File: src/rtl/spi_regif_pkg.sv
package spi_regif_pkg;

   typedef enum logic {
      OP_READ  = 1'b0,
      OP_WRITE = 1'b1
   } spi_op_e;

   // Bit that makes the word plus this bit contain an odd number of ones.
   function automatic logic odd_fill(input logic [7:0] v);
      return ~(^v);
   endfunction

endpackage

File: src/rtl/spi_line_sync.sv
module spi_line_sync #(
   parameter int   STAGES  = 2,
   parameter logic RST_VAL = 1'b0
) (
   input  logic clk,
   input  logic rst_n,
   input  logic din,
   output logic q
);

   logic [STAGES-1:0] pipe_q;

   generate
      for (genvar s = 0; s < STAGES; s++) begin : g_stage
         if (s == 0) begin : g_first
            always_ff @(posedge clk or negedge rst_n) begin
               if (!rst_n) pipe_q[0] <= RST_VAL;
               else        pipe_q[0] <= din;
            end
         end else begin : g_next
            always_ff @(posedge clk or negedge rst_n) begin
               if (!rst_n) pipe_q[s] <= RST_VAL;
               else        pipe_q[s] <= pipe_q[s-1];
            end
         end
      end
   endgenerate

   assign q = pipe_q[STAGES-1];

endmodule

File: src/rtl/spi_frame_engine.sv
module spi_frame_engine
   import spi_regif_pkg::*;
#(
   parameter int ADDR_W = 6,
   parameter int DATA_W = 8
) (
   input  logic              clk,
   input  logic              rst_n,
   input  logic              sck_s,
   input  logic              csb_s,
   input  logic              mosi_s,
   input  logic [DATA_W-2:0] stat_in,
   input  logic [DATA_W-1:0] rd_data,
   output logic [ADDR_W-1:0] rd_addr,
   output logic              frame_end,
   output logic              frame_ok,
   output logic              wr_en,
   output logic [ADDR_W-1:0] wr_addr,
   output logic [DATA_W-1:0] wr_data,
   output logic              miso
);

   localparam int CMD_W      = ADDR_W + 2;
   localparam int FRAME_BITS = CMD_W + DATA_W;
   localparam int CNT_W      = $clog2(FRAME_BITS) + 2;
   localparam int IDX_W      = $clog2(FRAME_BITS);
   localparam logic [CNT_W-1:0] CNT_MAX = '1;

   logic                  sck_d, csb_d;
   logic                  sck_rise, sck_fall, csb_fall;
   logic [FRAME_BITS-1:0] shreg_q, next_sh;
   logic [CNT_W-1:0]      rise_cnt_q, fall_cnt_q;
   logic [DATA_W-2:0]     stat_q;
   logic [DATA_W-1:0]     data_q;
   logic [CMD_W-1:0]      cmd;
   logic [FRAME_BITS-1:0] out_word;
   logic [IDX_W-1:0]      out_idx;
   spi_op_e               op;

   assign sck_rise  =  sck_s & ~sck_d & ~csb_s;
   assign sck_fall  = ~sck_s &  sck_d & ~csb_s;
   assign csb_fall  = ~csb_s &  csb_d;
   assign frame_end =  csb_s & ~csb_d;

   assign next_sh = {shreg_q[FRAME_BITS-2:0], mosi_s};
   assign rd_addr = next_sh[ADDR_W-1:0];

   assign cmd      = shreg_q[FRAME_BITS-1:DATA_W];
   assign op       = spi_op_e'(cmd[1]);
   assign frame_ok = (rise_cnt_q == CNT_W'(FRAME_BITS)) && (^cmd);
   assign wr_en    = frame_end && frame_ok && (op == OP_WRITE);
   assign wr_addr  = cmd[CMD_W-1:2];
   assign wr_data  = shreg_q[DATA_W-1:0];

   always_ff @(posedge clk or negedge rst_n) begin
      if (!rst_n) begin
         sck_d      <= 1'b0;
         csb_d      <= 1'b1;
         shreg_q    <= '0;
         rise_cnt_q <= '0;
         fall_cnt_q <= '0;
         stat_q     <= '0;
         data_q     <= '0;
      end else begin
         sck_d <= sck_s;
         csb_d <= csb_s;
         if (csb_fall) begin
            rise_cnt_q <= '0;
            fall_cnt_q <= '0;
            stat_q     <= stat_in;
            data_q     <= '0;
         end else begin
            if (sck_rise) begin
               shreg_q <= next_sh;
               if (rise_cnt_q != CNT_MAX) rise_cnt_q <= rise_cnt_q + 1'b1;
               if (rise_cnt_q == CNT_W'(ADDR_W - 1)) data_q <= rd_data;
            end
            if (sck_fall && fall_cnt_q != CNT_MAX) fall_cnt_q <= fall_cnt_q + 1'b1;
         end
      end
   end

   assign out_word = {stat_q, odd_fill(data_q), data_q};
   assign out_idx  = IDX_W'(FRAME_BITS - 1) - fall_cnt_q[IDX_W-1:0];
   assign miso     = (fall_cnt_q < CNT_W'(FRAME_BITS)) ? out_word[out_idx] : 1'b0;

endmodule

File: src/rtl/spi_reg_bank.sv
module spi_reg_bank #(
   parameter int ADDR_W   = 6,
   parameter int DATA_W   = 8,
   parameter int NUM_REGS = 8
) (
   input  logic                            clk,
   input  logic                            rst_n,
   input  logic                            wr_en,
   input  logic [ADDR_W-1:0]               wr_addr,
   input  logic [DATA_W-1:0]               wr_data,
   input  logic [ADDR_W-1:0]               rd_addr,
   output logic [DATA_W-1:0]               rd_data,
   output logic [NUM_REGS-1:0][DATA_W-1:0] regs_q
);

   generate
      for (genvar i = 0; i < NUM_REGS; i++) begin : g_reg
         always_ff @(posedge clk or negedge rst_n) begin
            if (!rst_n)                                   regs_q[i] <= '0;
            else if (wr_en && wr_addr == ADDR_W'(i))      regs_q[i] <= wr_data;
         end
      end
   endgenerate

   // Unimplemented addresses fall through to zero.
   always_comb begin
      rd_data = '0;
      for (int i = 0; i < NUM_REGS; i++) begin
         if (rd_addr == ADDR_W'(i)) rd_data = regs_q[i];
      end
   end

endmodule

File: src/rtl/spi_parity_regif.sv
module spi_parity_regif #(
   parameter int ADDR_W      = 6,
   parameter int DATA_W      = 8,
   parameter int NUM_REGS    = 8,
   parameter int SYNC_STAGES = 2,
   parameter int ODIS_BIT    = 0
) (
   input  logic clk,
   input  logic rst_n,
   input  logic sck_i,
   input  logic csb_i,
   input  logic mosi_i,
   input  logic self_test_i,
   input  logic sat_i,
   output logic miso_o,
   output logic miso_oe_o
);

   generate
      if (DATA_W != 8) begin : g_bad_data_w
         $error("spi_parity_regif: status byte layout needs DATA_W == 8");
      end
      if (ADDR_W + 2 != DATA_W) begin : g_bad_addr_w
         $error("spi_parity_regif: command byte must be as wide as the data byte");
      end
      if (NUM_REGS < 1 || NUM_REGS > (1 << ADDR_W)) begin : g_bad_regs
         $error("spi_parity_regif: NUM_REGS out of address range");
      end
      if (SYNC_STAGES < 1) begin : g_bad_sync
         $error("spi_parity_regif: need at least one sync stage");
      end
      if (ODIS_BIT < 0 || ODIS_BIT >= DATA_W) begin : g_bad_odis
         $error("spi_parity_regif: ODIS_BIT outside control register");
      end
   endgenerate

   logic sck_s, csb_s, mosi_s;
   logic frame_end, frame_ok, wr_en;
   logic [ADDR_W-1:0] rd_addr, wr_addr;
   logic [DATA_W-1:0] rd_data, wr_data;
   logic [NUM_REGS-1:0][DATA_W-1:0] bank_flat;
   logic [DATA_W-2:0] stat_in;
   logic frme_q, porst_q, miso_raw;

   spi_line_sync #(.STAGES(SYNC_STAGES), .RST_VAL(1'b0)) u_sync_sck (
      .clk(clk), .rst_n(rst_n), .din(sck_i), .q(sck_s));
   spi_line_sync #(.STAGES(SYNC_STAGES), .RST_VAL(1'b1)) u_sync_csb (
      .clk(clk), .rst_n(rst_n), .din(csb_i), .q(csb_s));
   spi_line_sync #(.STAGES(SYNC_STAGES), .RST_VAL(1'b0)) u_sync_mosi (
      .clk(clk), .rst_n(rst_n), .din(mosi_i), .q(mosi_s));

   assign stat_in = {1'b0, frme_q, porst_q, self_test_i, sat_i, 1'b0, 1'b1};

   spi_frame_engine #(.ADDR_W(ADDR_W), .DATA_W(DATA_W)) u_engine (
      .clk(clk), .rst_n(rst_n),
      .sck_s(sck_s), .csb_s(csb_s), .mosi_s(mosi_s),
      .stat_in(stat_in), .rd_data(rd_data), .rd_addr(rd_addr),
      .frame_end(frame_end), .frame_ok(frame_ok),
      .wr_en(wr_en), .wr_addr(wr_addr), .wr_data(wr_data),
      .miso(miso_raw));

   spi_reg_bank #(.ADDR_W(ADDR_W), .DATA_W(DATA_W), .NUM_REGS(NUM_REGS)) u_bank (
      .clk(clk), .rst_n(rst_n),
      .wr_en(wr_en), .wr_addr(wr_addr), .wr_data(wr_data),
      .rd_addr(rd_addr), .rd_data(rd_data), .regs_q(bank_flat));

   always_ff @(posedge clk or negedge rst_n) begin
      if (!rst_n) begin
         frme_q  <= 1'b0;
         porst_q <= 1'b1;
      end else if (frame_end) begin
         frme_q <= ~frame_ok;
         if (frame_ok) porst_q <= 1'b0;
      end
   end

   assign miso_oe_o = ~csb_s & ~bank_flat[0][ODIS_BIT];
   assign miso_o    = miso_oe_o & miso_raw;

endmodule

File: config.mk
export PLATFORM = sky130hd
export DESIGN_NAME = spi_parity_regif
export DESIGN_NICKNAME = d
export VERILOG_FILES = /design/src/rtl/spi_regif_pkg.sv /design/src/rtl/spi_line_sync.sv /design/src/rtl/spi_frame_engine.sv /design/src/rtl/spi_reg_bank.sv /design/src/rtl/spi_parity_regif.sv
export SDC_FILE = /design/constraint.sdc
export NUM_CORES = 1
export LEC_CHECK = 0
export CAP_MARGIN = 20
export CORE_MARGIN = 3
export CORE_UTILIZATION = 50
export DETAILED_ROUTE_END_ITERATION = 12
export PLACE_DENSITY = 0.66
export SLEW_MARGIN = 15
export SYNTH_ARGS = -nofsm -noshare
export SYNTH_HDL_FRONTEND = slang
export SYNTH_SLANG_ARGS = --single-unit
File: constraint.sdc
create_clock -name clk -period 3.35 [get_ports clk]
set_input_delay 0.335 -clock clk [delete_from_list [all_inputs] [get_ports clk]]
set_output_delay 0.335 -clock clk [all_outputs]
set_load 0.005 [all_outputs]
==> reports/metrics.cfg <==
[route]
wl_per_cell_um = 18.8
ant_nets = 0
drt_iter0_markers = 242
vias_per_cell = 5.73
wl_um = 11400
num_vias = 3484
dr.pass1.iters = 4
drc = 0

[global_route]
grt_antenna_before_repair = 0
met1_usage = 0.258
grtUsageMet3 = 0.0658
met2_usage = 0.316
grt_pass1_wl_um = 19300
grt_max_degree = 69
gr-usage-all-layers = 0.198
grt_pass1_vias = 3624
grt-ovfl-total = 0
top_usage_layer = met2

[job]
maxCapViolCount = 0

[worst_setup_path]
slowest_delay_ns = 0.58
rr_worst_depth = 6
slowest_stage = dfrtp_1
path_max_fanout = 10
crit_chain = mux4_2, nor2b_1, a211oi_1, a211oi_1, clkdlybuf4s50_1
cp.arrival_ns = 2.43
crit_path_frequent_cell = a211oi_1
start_kind = flip-flop
worst-setup-path-type = flip-flop to output pin
required_ns = 3.01
cp-end-kind = output pin

[logic_synthesis]
syn_area_mm2 = 0.00565
ys_types = 58
avgSynthCellArea_um2 = 12.7
synth_top_area_share = 0.491
synthTopCellsByArea = dfrtp_1, mux2_2, mux2i_1
synth-seq-area-share = 0.510
syn_inst = 446
ys.warnings.count = 0
synth-seq-cells = 115
syn-num-nets = 464
ys.flop_type = dfrtp_1
synth-edff-count = 0
async_flop_share = 1.00
yosys.area.top_type = dfrtp_1

[status]
outcome = complete, no violations

[clock_tree]
cts_hold_buf = 0
cts.path.max_buffers = 2
numCtsBuffers = 17
cts_root_buffer = clkbuf_16
cts.sinks = 115
cts_setup_buffers = 0
clock_latency_ns = 0.41
path_clk_slew_ns = 0.05
htree_num_levels = 4
tritoncts = yes
cts.repair.resized = 0

[cells_and_area]
diodes = 0
nets = 473
nFillCells = 903
fin_util = 0.588
layout-drive-gt1-share = 0.286
final_cells = 608
design_area_mm2 = 0.00643
area_delta_synth_final_pct = 13.7

[pwr]
power.density_mw_per_mm2 = 546
p_leak_nw = 2.98
clkPwrFrac = 0.481
power_frac_seq = 0.441
swShare = 0.243
ir_drop_mv = 0.481
intPower_mw = 2.66
p_switching_mw = 0.853
comb_power_share = 0.078

[sta]
fin_crit_ns = 2.77
max_freq_mhz = 362
fin_skew_ns = 0.00850
setup_viol = 0
rsz0062_at_grt = no
drv_slew = 0
timing.final.hold_violations = 0
slew_headroom = 0.282
finalSetupTns_ns = 0
whs_ns = 0.0584
worst_slew_pin_slew_ns = 1.08
min_period_over_period = 0.826

[placed_design]
io_buffers = 8
dpl_cell_area_mm2 = 0.00586
dp_cells = 576
routabilityCongestion = 0.802
hpwl_um = 7610

[floorplan]
die_h_um = 112
die_w_um = 112
die_area_mm2 = 0.0126
initial_core_util = 0.517
rows = 38
ioPinCount = 9
core_mm2 = 0.0109

[hold_path]
hold_path_class = primary input to async pin

==> critical path, delay by kind of cell, from the launching register on <==
family / cells / cell delay [ns]
flops: 1 / 0.58
compound gates: 2 / 0.29
mux: 1 / 0.55
simple gates: 1 / 0.14
buf+inv: 1 / 0.46
==> stage by stage <==
stage | power, mW | worst slack (ns)
finish | 3.51 | 0.584
global route | 3.66 | 0.382
CTS | 3.54 | 0.548
detailed placement | 1.84 | 0.728
global placement | 1.84 | 0.790
floorplan | 1.71 | 1.00
==> cell usage in the layout, fill, tap and decap left out, drive strengths merged, types with 2 or more instances in the layout <==
cell / instances
a211oi: 4
mux2: 78
clkdlybuf4s50: 7
dfrtp: 111
a21o: 4
ha: 11
nand2b: 5
a211o: 3
a221o: 4
mux4: 2
clkinv: 4
or3: 3
xnor2: 13
nor2b: 8
a311o: 4
nor4: 10
xor2: 4
buf: 8
nand2: 24
or2: 2
nand3: 3
a32o: 8
or3b: 5
nor2: 19
o2111ai: 2
nor3b: 5
inv: 11
clkbuf: 27
dfstp: 4
mux2i: 18
nor3: 4
o2bb2ai: 4
a21oi: 16
o21ai: 15
==> worst paths after layout <==
check | startpoint | endpoint | slack [ns]
worst max-delay path | u_engine.fall_cnt_q[0]$_DFFE_PN0P_ | miso_o | 0.58
worst min-delay path | rst_n | u_engine.rise_cnt_q[2]$_DFFE_PN0P_ | 0.06
worst max register to register | u_engine.shreg_q[14]$_DFFE_PN0P_ | u_bank.regs_q[53]$_DFFE_PN0P_ | 0.74
worst min register to register | u_sync_csb.pipe_q[0]$_DFF_PN1_ | u_sync_csb.q$_DFF_PN1_ | 0.35
max in group asynchronous | rst_n | u_sync_csb.q$_DFF_PN1_ | 2.49
min in group clk | csb_i | u_sync_csb.pipe_q[0]$_DFF_PN1_ | 0.34
==> cell usage after synthesis (11+ instances only) <==
| cell type | instances |
|---|---|
| dfrtp_1 | 111 |
| mux2_2 | 73 |
| nand2_1 | 24 |
| nor2_1 | 19 |
| clkbuf_1 | 18 |
| mux2i_1 | 18 |
| a21oi_1 | 16 |
| o21ai_0 | 15 |
| ha_1 | 11 |
| inv_1 | 11 |
| xnor2_1 | 11 |
==> per-layer routing <==
metal | vias to the layer above | share of wire
li1 | 1645 | -
met1 | 1782 | 0.47
met2 | 43 | 0.49
met3 | 14 | 0.032
met4 | 0 | 0.016
met5 | - | 0
==> cells by family (layout without fill, tap and decap cells) <==
kind of cell / after synthesis / after routing / share of synthesized area
AND/OR/NAND/NOR: 96 / 96 / 0.114
XOR/XNOR: 18 / 18 / 0.0372
AO/OA/AOI/OAI: 72 / 72 / 0.0923
flip-flops: 115 / 115 / 0.510
buffers and inverters: 36 / 58 / 0.0261
multiplexers: 98 / 98 / 0.196
adder cells (fa/ha/maj): 11 / 11 / 0.0244
==> power by group through the flow <==
stage	Sequential, mW	Combinational (mW)	Clock, mW
finish	1.55	0.273	1.69
global route	1.56	0.308	1.80
CTS	1.55	0.273	1.73
detailed placement	1.57	0.272	0
global placement	1.57	0.271	0
floorplan	1.47	0.237	0
==> sequential cells by signal, summed over array words and instances (netlist names) <==
register and flops:
u_bank.regs_q 64, u_engine.stat_q 5, u_sync_csb.q 1, u_sync_csb.pipe_q 1
u_sync_mosi.pipe_q 1, u_sync_mosi.q 1, u_engine.fall_cnt_q 6, u_sync_sck.pipe_q 1
u_engine.sck_d 1, u_engine.data_q 8, frme_q 1, u_engine.rise_cnt_q 6
u_engine.csb_d 1, u_sync_sck.q 1, u_engine.shreg_q 16, porst_q 1
==> area by class of cell <==
| type | instances | area (µm²) | area share |
|---|---|---|---|
| multi-input cells | 295 | 2620 | 0.408 |
| inverters | 11 | 41.3 | 0.00643 |
| flip-flops and latches | 115 | 2880 | 0.449 |
| clock inverters | 5 | 50.0 | 0.00779 |
| well taps | 140 | 175 | 0.0273 |
| clock buffers | 27 | 513 | 0.0798 |
| repair buffers | 15 | 143 | 0.0222 |
No activity file was read; power rests on OpenSTA's default activity.
